==> config.mk <==
export PLATFORM = sky130hd
export DESIGN_NAME = vgov_top
export DESIGN_NICKNAME = d
export VERILOG_FILES = /design/src/rtl/vgov_pkg.sv /design/src/rtl/vgov_scan.sv /design/src/rtl/vgov_window.sv /design/src/rtl/vgov_top.sv
export SDC_FILE = /design/constraint.sdc
export NUM_CORES = 1
export LEC_CHECK = 0
export BUFFER_PORTS_ARGS = -buffer_cell sky130_fd_sc_hd__buf_2
export CAP_MARGIN = 40
export CORE_ASPECT_RATIO = 0.75
export CORE_MARGIN = 3
export CORE_UTILIZATION = 46
export DETAILED_ROUTE_END_ITERATION = 8
export GPL_ROUTABILITY_DRIVEN = 0
export GPL_TIMING_DRIVEN = 0
export PLACE_DENSITY = 0.72
export SYNTH_ARGS = -nofsm -noshare
export SYNTH_HDL_FRONTEND = slang
export SYNTH_SLANG_ARGS = --single-unit
==> constraint.sdc <==
create_clock -name clk -period 4.2 [get_ports clk]
set_input_delay 0.84 -clock clk [delete_from_list [all_inputs] [get_ports clk]]
set_output_delay 0.84 -clock clk [all_outputs]
set_load 0.02 [all_outputs]
==> src/rtl/vgov_pkg.sv <==
package vgov_pkg;
    typedef enum logic [2:0] {
        ST_IDLE,
        ST_WR,
        ST_RD,
        ST_CHK,
        ST_SETTLE
    } vg_state_e;

    localparam logic [39:0] VG_PATTERN = 40'h5A5A5A5A5A;
endpackage

==> src/rtl/vgov_scan.sv <==
module vgov_scan #(
    parameter int SET_W  = 3,
    parameter int WAY_W  = 2,
    parameter int PROBES = 4,
    parameter int CNT_W  = 16
) (
    input  logic             clk,
    input  logic             rst_n,
    input  logic             clr,
    input  logic             tick,
    input  logic             hit,
    output logic [SET_W-1:0] cur_set,
    output logic [WAY_W-1:0] cur_way,
    output logic             done,
    output logic [SET_W-1:0] pick_set,
    output logic [WAY_W-1:0] pick_way
);
    localparam int LINE_W = SET_W + WAY_W;
    localparam int LINES  = 1 << LINE_W;
    localparam int PRB_W  = (PROBES > 1) ? $clog2(PROBES) : 1;

    typedef struct packed {
        logic [LINE_W-1:0] line;
        logic [PRB_W-1:0]  probe;
        logic [CNT_W-1:0]  cnt;
        logic [LINE_W-1:0] best_line;
        logic [CNT_W-1:0]  best_cnt;
    } scan_t;

    scan_t q, d;
    logic             last_probe;
    logic [CNT_W-1:0] line_total;

    always_comb begin
        d          = q;
        last_probe = (q.probe == PRB_W'(PROBES - 1));
        line_total = q.cnt + CNT_W'(hit);
        done       = tick && last_probe && (q.line == LINE_W'(LINES - 1));
        if (clr) begin
            d = '0;
        end else if (tick) begin
            if (last_probe) begin
                // strict compare keeps the earliest line on a tie
                if (line_total > q.best_cnt) begin
                    d.best_line = q.line;
                    d.best_cnt  = line_total;
                end
                d.cnt   = '0;
                d.probe = '0;
                d.line  = q.line + 1'b1;
            end else begin
                d.probe = q.probe + 1'b1;
                d.cnt   = line_total;
            end
        end
    end

    always_ff @(posedge clk or negedge rst_n) begin
        if (!rst_n) q <= '0;
        else        q <= d;
    end

    assign cur_set  = q.line[LINE_W-1:WAY_W];
    assign cur_way  = q.line[WAY_W-1:0];
    assign pick_set = d.best_line[LINE_W-1:WAY_W];
    assign pick_way = d.best_line[WAY_W-1:0];
endmodule

==> src/rtl/vgov_window.sv <==
module vgov_window #(
    parameter int CNT_W = 16
) (
    input  logic             clk,
    input  logic             rst_n,
    input  logic             clr,
    input  logic             tick,
    input  logic             hit,
    input  logic [CNT_W-1:0] cfg_window,
    output logic             done,
    output logic [CNT_W-1:0] total
);
    typedef struct packed {
        logic [CNT_W-1:0] acc;
        logic [CNT_W-1:0] err;
    } win_t;

    win_t q, d;

    always_comb begin
        d     = q;
        total = q.err + CNT_W'(hit);
        done  = tick && (({1'b0, q.acc} + 1'b1) >= {1'b0, cfg_window});
        if (clr || done) begin
            d = '0;
        end else if (tick) begin
            d.acc = q.acc + 1'b1;
            d.err = total;
        end
    end

    always_ff @(posedge clk or negedge rst_n) begin
        if (!rst_n) q <= '0;
        else        q <= d;
    end
endmodule

==> src/rtl/vgov_top.sv <==
module vgov_top
    import vgov_pkg::*;
#(
    parameter int SET_W    = 3,
    parameter int WAY_W    = 2,
    parameter int PROBES   = 4,
    parameter int CNT_W    = 16,
    parameter int VC_W     = 8,
    parameter int SETTLE_W = 8,
    parameter int DATA_W   = 40,
    parameter logic [DATA_W-1:0] PATTERN  = DATA_W'(VG_PATTERN),
    parameter logic [VC_W-1:0]   VC_RESET = VC_W'(210)
) (
    input  logic                clk,
    input  logic                rst_n,
    input  logic                enable,
    input  logic [CNT_W-1:0]    cfg_window,
    input  logic [CNT_W-1:0]    cfg_thr_min,
    input  logic [CNT_W-1:0]    cfg_thr_max,
    input  logic [VC_W-1:0]     cfg_floor,
    input  logic [VC_W-1:0]     cfg_ceil,
    input  logic [SETTLE_W-1:0] cfg_settle,
    output logic                tp_en,
    output logic                tp_we,
    output logic [SET_W-1:0]    tp_set,
    output logic [WAY_W-1:0]    tp_way,
    output logic [DATA_W-1:0]   tp_wdata,
    input  logic [DATA_W-1:0]   tp_rdata,
    input  logic                tp_corr,
    input  logic                tp_uncorr,
    output logic [VC_W-1:0]     vcode,
    output logic                mon_valid,
    output logic [SET_W-1:0]    mon_set,
    output logic [WAY_W-1:0]    mon_way,
    output logic                alarm,
    output logic [CNT_W-1:0]    last_err
);
    typedef struct packed {
        vg_state_e          st;
        logic [VC_W-1:0]    vcode;
        logic               alarm;
        logic               mon_valid;
        logic [SET_W-1:0]   mon_set;
        logic [WAY_W-1:0]   mon_way;
        logic [CNT_W-1:0]   last_err;
        logic [SETTLE_W-1:0] settle;
    } ctl_t;

    ctl_t q, d;

    logic             chk, fault, disc_tick, run_tick, scan_clr, win_clr;
    logic [SET_W-1:0] scan_set, pick_set;
    logic [WAY_W-1:0] scan_way, pick_way;
    logic             scan_done, win_done;
    logic [CNT_W-1:0] win_total;
    logic [VC_W-1:0]  code_new;

    assign chk       = (q.st == ST_CHK);
    assign fault     = chk && (tp_uncorr || (tp_rdata != PATTERN));
    assign disc_tick = chk && !fault && !q.mon_valid;
    assign run_tick  = chk && !fault && q.mon_valid;
    assign scan_clr  = (q.st == ST_IDLE) || fault;
    assign win_clr   = (q.st == ST_IDLE) || fault || !q.mon_valid;

    vgov_scan #(
        .SET_W(SET_W), .WAY_W(WAY_W), .PROBES(PROBES), .CNT_W(CNT_W)
    ) u_scan (
        .clk(clk), .rst_n(rst_n), .clr(scan_clr), .tick(disc_tick), .hit(tp_corr),
        .cur_set(scan_set), .cur_way(scan_way), .done(scan_done),
        .pick_set(pick_set), .pick_way(pick_way)
    );

    vgov_window #(
        .CNT_W(CNT_W)
    ) u_win (
        .clk(clk), .rst_n(rst_n), .clr(win_clr), .tick(run_tick), .hit(tp_corr),
        .cfg_window(cfg_window), .done(win_done), .total(win_total)
    );

    always_comb begin
        code_new = q.vcode;
        if (win_total >= cfg_thr_max) begin
            if (q.vcode < cfg_ceil) code_new = q.vcode + 1'b1;
        end else if (win_total <= cfg_thr_min) begin
            if (q.vcode > cfg_floor) code_new = q.vcode - 1'b1;
        end
    end

    always_comb begin
        d = q;
        unique case (q.st)
            ST_IDLE:   if (enable) d.st = ST_WR;
            ST_WR:     d.st = ST_RD;
            ST_RD:     d.st = ST_CHK;
            ST_CHK: begin
                d.st = ST_WR;
                if (fault) begin
                    d.vcode     = cfg_ceil;
                    d.alarm     = 1'b1;
                    d.mon_valid = 1'b0;
                    d.settle    = cfg_settle;
                    d.st        = ST_SETTLE;
                end else if (!q.mon_valid) begin
                    if (scan_done) begin
                        d.mon_valid = 1'b1;
                        d.mon_set   = pick_set;
                        d.mon_way   = pick_way;
                    end
                end else if (win_done) begin
                    d.last_err = win_total;
                    d.vcode    = code_new;
                    if (code_new != q.vcode) begin
                        d.settle = cfg_settle;
                        d.st     = ST_SETTLE;
                    end
                end
            end
            ST_SETTLE: begin
                if (q.settle == '0) d.st = ST_WR;
                else                d.settle = q.settle - 1'b1;
            end
            default:   d.st = ST_IDLE;
        endcase
        if (!enable) begin
            d.st        = ST_IDLE;
            d.mon_valid = 1'b0;
        end
    end

    always_ff @(posedge clk or negedge rst_n) begin
        if (!rst_n) begin
            q       <= '0;
            q.st    <= ST_IDLE;
            q.vcode <= VC_RESET;
        end else begin
            q <= d;
        end
    end

    assign tp_en     = (q.st == ST_WR) || (q.st == ST_RD);
    assign tp_we     = (q.st == ST_WR);
    assign tp_set    = q.mon_valid ? q.mon_set : scan_set;
    assign tp_way    = q.mon_valid ? q.mon_way : scan_way;
    assign tp_wdata  = PATTERN;
    assign vcode     = q.vcode;
    assign mon_valid = q.mon_valid;
    assign mon_set   = q.mon_set;
    assign mon_way   = q.mon_way;
    assign alarm     = q.alarm;
    assign last_err  = q.last_err;
endmodule

### Word-level counts from Yosys, hierarchy flattened

Index checks and enable logic that the tools add are counted.

| word-level totals | value |
|---|---|
| output and inout bits | 78 |
| bits in registers | 118 |
| word-level logic and storage cells | 109 |
| input bits | 117 |

| cells by class | value |
|---|---|
| equality and inequality tests | 14 |
| add/subtract/negate cells | 9 |
| reduce and logical (&&, ||, !) cells | 30 |
| order comparisons | 6 |
| mux-type cells | 33 |
| bitwise gates (word level) | 2 |

Operator list:

| cell | count |
|---|---|
| $mux 44 | 2 |
| $mux 32 | 2 |
| $mux 21 | 3 |
| $mux 8 | 7 |
| $mux 24 | 2 |
| $ne 40x39->1 const B | 1 |
| $mux 11 | 3 |
| $add 16x1->16 | 2 |
| $mux 22 | 1 |
| $mux 18 | 1 |
| $add 16x1->17 const B | 1 |
| $ge 17x16->1 | 1 |
| $add 16x1->16 const B | 1 |
| $ge 16x16->1 | 1 |
| $gt 16x16->1 | 1 |
| $le 16x16->1 | 1 |
| $pmux 8 s2 | 1 |
| $sub 8x1->8 const B | 2 |
| $pmux 3 s5 | 1 |
| $reduce_bool 2->1 | 7 |
| $mux 3 | 4 |
| $mux 6 | 2 |
| $add 8x1->8 const B | 1 |
| $gt 8x8->1 | 1 |
| other kinds (27) | 45 |

### Logic depth before layout (Yosys ltp)

Gate-level depths: netlist of run 1.

| logic depth | value |
|---|---|
| word-level depth | 13 |
| mapped depth | 19 |
| depth with buffers taken out | 18 |

### Hierarchy

Synthesis of run 1 repeated with hierarchy kept, for this count alone.

| second synthesis, totals | value |
|---|---|
| cells, all modules | 1093 |
| area total of the unflattened synthesis | 9656.8 um^2 |

By module, submodules not included:

| module | sequential area each (um^2) | instances | area each (um^2) | cells each |
|---|---|---|---|---|
| vgov_top | 1056.0 | 1 | 4531.8 | 508 |
| vgov_scan | 1101.1 | 1 | 2707.6 | 287 |
| vgov_window | 800.8 | 1 | 2417.3 | 298 |

### Worst setup path after synthesis of run 1

OpenSTA, ideal clock, no wires.

| path | value |
|---|---|
| path type | in2reg |
| start point | in tp_corr |
| end point | reg, netlist name vcode[5] |
| setup time | 0.124 ns |
| arrival | 4.634 ns |
| stages | 17 |
| data required time | 4.076 ns |
| path buffers | 0 |
| path slack | -0.558 ns |
| cell sequence | ha_1 ha_1 nand3_1 nor2_1 and3_1 nand3_1 nor2_1 xnor2_1 inv_1 ha_1 nand4_1 or4_1 or3_1 a211oi_4 nand4_1 a31o_1 a211o_1 |

| between the ends | value |
|---|---|
| word-level cells in the longest chain between the ends | 7 |
| elaborated cells between the ends (all ways) | 8 |
| those cells by class | add/sub (1); order compare (2); mux (5) |

RTL lines:

| element | line | text |
|---|---|---|
| start, declared | vgov_top.sv:29 | `input logic tp_corr,` |
| $add 16x1->16 (*) | vgov_window.sv:22 | `total = q.err + CNT_W'(hit);` |
| net u_win.total[14] | vgov_window.sv:11 | `output logic [CNT_W-1:0] total` |
| $le 16x16->1 | vgov_top.sv:84 | `end else if (win_total <= cfg_thr_min) begin` |
| $mux 8 | vgov_top.sv:84 |  |
| $mux 8 (*) | vgov_top.sv:82 | `if (win_total >= cfg_thr_max) begin` |
| $mux 11 (*) | vgov_top.sv:109 | `end else if (win_done) begin` |
| $mux 11 (*) | vgov_top.sv:103 | `end else if (!q.mon_valid) begin` |
| $mux 11 (*) | vgov_top.sv:97 | `if (fault) begin` |

The timed path passes the listed nets; every way through them passes the cells marked *. The select of a mux whose other input is x is not followed.
A chain may end at the register's enable or synchronous reset.

### Worst setup path after layout of run 1

| path | value |
|---|---|
| start point | in tp_corr |
| end point | reg, netlist name vcode[2] |

| between the ends | value |
|---|---|
| word-level cells in the longest chain between the ends | 7 |
| elaborated cells between the ends (all ways) | 8 |
| those cells by class | add/sub (1); order compare (2); mux (5) |

RTL lines:

| element | line |
|---|---|
| $add 16x1->16 (*) | vgov_window.sv:22 |
| net u_win.total[14] | vgov_window.sv:11 |
| $le 16x16->1 | vgov_top.sv:84 |
| $mux 8 | vgov_top.sv:84 |
| $mux 8 (*) | vgov_top.sv:82 |
| $mux 11 (*) | vgov_top.sv:109 |
| $mux 11 (*) | vgov_top.sv:103 |
| $mux 11 (*) | vgov_top.sv:97 |

Marks and branches as above.

==> metrics.md, run 1 <==
| Metric | Value |
|---|---|
| Mapped Area | 8670 sq um |
| Worst-case reg-to-reg path depth | 18 |
| Flops & latches, synth | 118 |
| CP arrival | 4.43 ns |
| Hold Fails Final Rpt | 0 |
| Top area cells in the synthesized netlist | dfrtp_1 (33%), ha_1 (13%), buf_4 (6.1%), inv_1 (5.3%), o21ai_0 (5.0%) |
| Clock transition at path regs | 0.06 ns |
| Fraction of layout cells with a size suffix above 1 | 0.280 |
| H-tree depth | 4 |
| First-pass GRT wire length | 36600 microns |
| Critical path class | input port to flip-flop |
| Clock Latency Late Sink | 0.42 ns |
| Maximum clock frequency | 0.242 GHz |
| Synth warnings | 0 |
| Final Util | 0.613 |
| Core region area | 18100 sq um |
| Worst path most repeated cell | ha_4 |
| Gr ovfl total | 0 |
| Required time of the critical path | 4.50 ns |
| Part of the cycle the worst path needs | 0.983 |
| Placed Area | 10100 sq um |
| DR WL/cell | 14.8 microns |
| Initial antenna violation count | 0 |
| Mean Syn Cell Area | 8.46 sq um |
| Initial core utilization | 0.480 |
| Async set-reset flop share out of synthesis | 1.00 |
| Commonest non-fill, non-tap cells in the layout | buf_2 (154), inv_1 (119), dfrtp_1 (113), nand2_1 (108), buf_4 (87) |
| Clock Sinks | 118 |
| Critical path cell sequence | buf_6 -> ha_4 -> ha_4 -> nand3_4 -> nor2_4 -> and3_4 -> nand3_4 -> nor2_4 -> xnor2_2 -> inv_2 -> ha_4 -> nand4_1 -> or4_4 -> or3_4 -> a211oi_4 -> buf_4 -> a22o_1 -> o21ai_0 -> a21bo_2 |
| Die Area | 20600 sq um |
| Worst-path cell with the longest stage delay | or4_4 |
| # nets final | 1468 |
| Vias | 7899 |
| Setup TNS | 0 ns |
| Clock buffer depth | 2 |
| Status | finished clean |
| Final Cell Area | 11100 sq um |
| Min-delay worst type | input port to asynchronous set/reset pin |
| DP Wirelength | 17200 microns |
| Post-synth EDFFs | 0 |
| Number of fill cells in the layout | 1523 |
| Routed Antenna Nets | 0 |
| Final setup viols | 0 |
| Drt via density | 5.21 |
| Pwr per Cell Area | 351 nW/um^2 |
| Register area | 2960 sq um |
| Total track usage | 0.219 |
| Antenna Cells | 0 |
| Slew Limit Fails | 0 |
| Final WL | 22500 microns |
| Reg2reg setup slack | 0.17 ns |
| R2r startpoint | u_win.q[0] |
| DRC | 0 |
| Rows | 42 |
| Drt first pass iters | 5 |
| Port-buffer cells | 154 |
| Main flop type after synthesis | dfrtp_1 |
| Top cell type's share of synthesized area | 0.329 |
| RSZ-0062 raised after global routing | true |
| Tot Pwr | 3890 uW |
| Tightest Pin Transition | 1.02 ns |
| CTS tree | built |
| Switch share | 0.322 |
| Vias in the first global route | 7436 |
| Comb pwr share | 0.265 |
| Die width | 165 microns |
| Root Buffer | clkbuf_16 |
| Clock skew | 0.00964 ns |
| Register area share after synthesis | 0.341 |
| Clock period minus worst slack | 4.13 ns |
| Max_cap viols | 0 |
| Clock power share | 0.385 |
| Slew margin rel. | 0.310 |
| Critical Path Fanout Max | 5 |
| P_leak | 0.00590 uW |
| Num CTS Buffers | 17 |
| Net Switching | 1250 uW |
| Die Ht | 125 microns |
| Multi-input logic area | 5090 sq um |
| DR iter-0 viols | 524 |
| Ports placed on the boundary | 195 |
| Max incr delay on CP | 0.44 ns |
| Commonest non-fill, non-tap cell in the layout | buf_2 |
| Layout area overhead | 27.8% |
| Worst setup SP type | input port |
| Largest net degree at the start of global routing | 81 |
| Max IR drop VDD | 0.290 mV |
| Seq pwr share | 0.351 |
| Netlist cell types | 62 |
| Worst R2R End | vcode[2] |
| Critical path capture point type | flip-flop |
| Yosys top cell by area | dfrtp_1 |
| P_int | 2640 uW |
| Gate Count Post-Synth | 1025 |
state kept, by name, indices dropped and copies added (netlist names):
signal and cells:
u_scan.q 39, u_win.q 32, last_err 16, q 11, vcode 8, mon_set 3
u_scan.cur_set 3, mon_way 2, u_scan.cur_way 2, alarm 1, mon_valid 1
layer usage:
| layer | GRT usage | wire length [microns] | share of wire |
|---|---|---|---|
| met4 | 0.0533 | 234 | 0.010 |
| met3 | 0.0419 | 1660 | 0.074 |
| met5 | 0 | 0 | 0 |
| met1 | 0.332 | 11000 | 0.49 |
| met2 | 0.322 | 9560 | 0.43 |
critical path, delay by kind of cell:
family	cells	cell delay, ns
AO/OA/AOI/OAI	4	0.81
XOR/XNOR	1	0.13
adder cells (fa/ha/maj)	3	0.58
buffers and inverters	3	0.38
AND/OR/NAND/NOR	8	1.67
power by group through the flow:
| stage | clock network [uW] | logic, uW | registers, uW |
|---|---|---|---|
| after floorplan | 0 | 685 | 1340 |
| after global placement | 0 | 933 | 1370 |
| after detailed placement | 0 | 955 | 1380 |
| after CTS | 1510 | 1020 | 1360 |
| after global routing | 1560 | 1150 | 1380 |
| final | 1500 | 1030 | 1360 |
what timing repair did:
item | in CTS | in global routing
pin swaps | 2 | 16
gates resized for setup | 26 | 38
setup buffers | 9 | 11
hold buffers | 0 | 0
gates cloned | 1 | 0
setup endpoints to repair | 49 | 89
synthesized netlist by cell type, drive strengths merged, types with 8 or more instances:
master	n
o21ai	88
xnor2	21
and2	11
nand2	109
nand2b	11
buf	74
a22o	15
nor2	39
nand3	53
and3	14
o211ai	8
ha	91
clkbuf	25
nand4	19
nor3	18
dfrtp	114
a21oi	48
inv	123
nor2b	8
xor2	24
a21o	15
cells by family after synthesis:
logic type,Yosys count,synth area share
muxes,11,0.0136
buffers and inverters,223,0.127
DFF,118,0.341
other,2,0.000866
AOI/OAI and AO/OA,217,0.158
and+or+nand+nor,318,0.183
xor gates and xnor gates,45,0.0455
adders and majority gates,91,0.131
worst max path at each step:
stage                     cells past startpoint  startpoint        to
after floorplan                              16     tp_corr  vcode[5]
after global placement                       18     tp_corr      q[0]
after detailed placement                     18     tp_corr      q[0]
after CTS                                    20     tp_corr      q[6]
after global routing                         20     tp_corr  vcode[5]
final                                        19     tp_corr  vcode[2]
stage by stage:
stage          hold slack [ns]  instances  worst slack [ns]
2_1_floorplan            0.440       1063            -0.100
3_3_place_gp             0.457       1459            -0.807
3_5_place_dp             0.464       1462            -0.849
4_1_cts                  0.326       1504            0.0104
5_1_grt                  0.344       1515           -0.0292
6_report                 0.323       1515            0.0716
final cells by class:
cell class | instances | share of cell area
clock buffers | 20 | 0.0412
repair buffers | 178 | 0.0896
flip-flops and latches | 118 | 0.267
well taps | 242 | 0.0273
clock inverters | 12 | 0.0138
plain buffers | 99 | 0.0598
inverters | 124 | 0.0421
multi-input cells | 722 | 0.459
Note: power is estimated with default switching activity, not from simulation.
==> inputs of run 2 (changes only) <==
--- a/config.mk
+++ b/config.mk
@@ -5,6 +5,7 @@
 export SDC_FILE = /design/constraint.sdc
 export NUM_CORES = 1
 export LEC_CHECK = 0
+export ABC_AREA = 1
 export BUFFER_PORTS_ARGS = -buffer_cell sky130_fd_sc_hd__buf_2
 export CAP_MARGIN = 40
 export CORE_ASPECT_RATIO = 0.75
@@ -14,6 +15,7 @@
 export GPL_ROUTABILITY_DRIVEN = 0
 export GPL_TIMING_DRIVEN = 0
 export PLACE_DENSITY = 0.72
+export REMOVE_ABC_BUFFERS = 1
 export SYNTH_ARGS = -nofsm -noshare
 export SYNTH_HDL_FRONTEND = slang
 export SYNTH_SLANG_ARGS = --single-unit
==> run 2 against run 1 <==
  * Final cell count grew 12%
  * Critical path depth grew 6
  * Global-route usage shrank 0.16 points
  * Wire length grew 13%
  * Sequential share of layout area shrank 0.37 points
  * Synthesized cell count grew 26%
  * Count of clock-buffer cells in the layout grew 4
  * Design area grew 1.3%
  * Sequential power is essentially flat
  * Register-to-register slack gained 0.12 ns
  * Non-clock buffer count shrank 99
  * Fmax grew 2.3%
  * Critical endpoint is now u_scan.q[4]
  * Largest power group unchanged
==> metrics.md, run 2 <==
| Metric | Value |
|---|---|
| CP arrival | 4.37 ns |
| Critical path capture point type | flip-flop |
| Initial antenna violation count | 0 |
| Max IR drop VDD | 0.205 mV |
| Final setup viols | 0 |
| DP Wirelength | 18300 microns |
| Vias | 8655 |
| Top area cells in the synthesized netlist | dfrtp_1 (30%), ha_1 (12%), nand2_1 (10%), inv_1 (8.9%), nand3_1 (5.6%) |
| Async set-reset flop share out of synthesis | 1.00 |
| Clock buffer depth | 2 |
| Ports placed on the boundary | 195 |
| Gr ovfl total | 0 |
| Clock period minus worst slack | 4.04 ns |
| Slew Limit Fails | 0 |
| First-pass GRT wire length | 39100 microns |
| Worst-case reg-to-reg path depth | 24 |
| Die Area | 22300 sq um |
| Mean Syn Cell Area | 7.33 sq um |
| Yosys top cell by area | dfrtp_1 |
| Clock skew | 0.0103 ns |
| Slew margin rel. | 0.475 |
| Vias in the first global route | 7907 |
| DRC | 0 |
| H-tree depth | 4 |
| Critical Path Fanout Max | 5 |
| Pwr per Cell Area | 369 nW/um^2 |
| Num CTS Buffers | 17 |
| Post-synth EDFFs | 0 |
| CTS tree | built |
| Flops & latches, synth | 118 |
| Hold Fails Final Rpt | 0 |
| Drt via density | 5.10 |
| Final WL | 25300 microns |
| Rows | 44 |
| Root Buffer | clkbuf_16 |
| Setup TNS | 0 ns |
| GR Util met3 | 0.0442 |
| Commonest non-fill, non-tap cell in the layout | nand2_1 |
| Die Ht | 130 microns |
| Final Util | 0.568 |
| Netlist cell types | 49 |
| Register area share after synthesis | 0.313 |
| Placed Instances | 1642 |
| Antenna Cells | 0 |
| Drt first pass iters | 5 |
| Top cell type's share of synthesized area | 0.302 |
| Largest register FFs | 39 |
| Reg with most FFs | u_scan.q |
| Total track usage | 0.218 |
| Die width | 172 microns |
| Routed Antenna Nets | 0 |
| Required time of the critical path | 4.54 ns |
| Main flop type after synthesis | dfrtp_1 |
| Met2 track demand over resource | 0.339 |
| Grt peak-use layer | met2 |
| Core region area | 19800 sq um |
| Status | finished clean |
| Layout area overhead | 18.8% |
| Fraction of layout cells with a size suffix above 1 | 0.207 |
| Critical path class | input port to flip-flop |
| Worst setup SP type | input port |
| Tightest Pin Transition | 0.785 ns |
| Met1 GRT Util | 0.314 |
| Final Cell Area | 11200 sq um |
| Maximum clock frequency | 0.248 GHz |
| Part of the cycle the worst path needs | 0.961 |
| Clock transition at path regs | 0.06 ns |
| DR iter-0 viols | 557 |
| Most numerous cell in the Yosys netlist | nand2_1 |
| Multi-input logic area | 5450 sq um |
| Register area | 2960 sq um |
| Clock Sinks | 118 |
| Fin cells | 1697 |
| Mapped Area | 9450 sq um |
| Initial core utilization | 0.478 |
| P_leak | 0.00621 uW |
| DR WL/cell | 14.9 microns |
| # nets final | 1639 |
| Clock Latency Late Sink | 0.42 ns |
| Synth top cells by count | nand2_1 (257), inv_1 (225), dfrtp_1 (114) |
| Commonest non-fill, non-tap cells in the layout | nand2_1 (247), inv_1 (220), buf_2 (152), dfrtp_1 (114), nand3_1 (97) |
| RSZ-0062 raised after global routing | true |
| Port-buffer cells | 154 |
| Placed Area | 10100 sq um |
| Min-delay worst type | input port to asynchronous set/reset pin |
| Largest net degree at the start of global routing | 64 |
| Synth warnings | 0 |
| Number of fill cells in the layout | 1840 |
| Max_cap viols | 0 |
| Gate Count Post-Synth | 1289 |
## run 2: critical path, stage by stage
cell and delay, ns:
buf_6 0.12, ha_4 0.15, ha_4 0.14, nand3_2 0.10, nor3_2 0.21, nand2_1 0.13, nor2_2 0.16, nand3_2 0.10
nor2_2 0.13, nand2_1 0.08, nor2_1 0.13, xor2_1 0.30, inv_1 0.08, ha_1 0.28, nand2_1 0.06, inv_2 0.07
nand3_4 0.09, nor2_4 0.13, o31ai_1 0.08, nand2_1 0.10, nand2_2 0.08, nor2_4 0.18, clkinvlp_4 0.26, clkbuf_16 0.23
o22ai_1 0.14
## run 2: what timing repair did
item | CTS | global route
setup endpoints to repair | 44 | 45
buffers inserted | 9 | 11
gates cloned | 0 | 2
gates resized for setup | 14 | 67
pin swaps | 5 | 23
hold buffers | 0 | 0
## run 2: kinds of logic (layout without fill, tap and decap cells)
logic type,after synthesis,count (layout),share of synthesized area
and+or+nand+nor,544,545,0.262
AOI/OAI and AO/OA,162,162,0.0998
other,2,40,0.000795
buffers and inverters,326,442,0.161
xor gates and xnor gates,46,46,0.0426
DFF,118,118,0.313
adders and majority gates,91,91,0.120
## run 2: cell type report
cell class | instances | share of cell area
Inverter | 232 | 0.0783
Tap cell | 253 | 0.0282
Clock inverter | 8 | 0.0106
Sequential cell | 118 | 0.263
Multi-Input combinational cell | 884 | 0.485
Timing Repair Buffer | 178 | 0.0899
Clock buffer | 24 | 0.0447
## run 2: path summary, 6_finish.rpt
kind	slack (ns)	startpoint	to
setup / recovery	0.16	tp_corr	u_scan.q[4]
hold / removal	0.39	rst_n	u_win.q[21]
setup reg to reg	0.29	u_scan.q[21]	u_scan.q[4]
hold reg to reg	0.46	alarm	alarm
max in group asynchronous	3.07	rst_n	vcode[1]
min in group clk	0.46	alarm	alarm
## run 2: per-layer routing
metal | share of wire | wire length (microns)
met1 | 0.48 | 12100
met2 | 0.46 | 11600
met3 | 0.055 | 1400
met4 | 0.0092 | 234
met5 | 0 | 0
## run 2: report_power, final
| part | internal (uW) | switching, uW |
|---|---|---|
| Clock | 1010 | 534 |
| Combinational | 441 | 773 |
| Sequential | 1230 | 159 |
## run 2: through the flow
stage | power [uW] | hold WS, ns | worst slack [ns]
floorplan | 2190 | 0.438 | -0.0232
global placement | 2500 | 0.451 | -1.27
detailed placement | 2540 | 0.455 | -1.35
CTS | 4100 | 0.404 | 0.0112
global route | 4400 | 0.422 | -0.123
finish | 4150 | 0.386 | 0.164
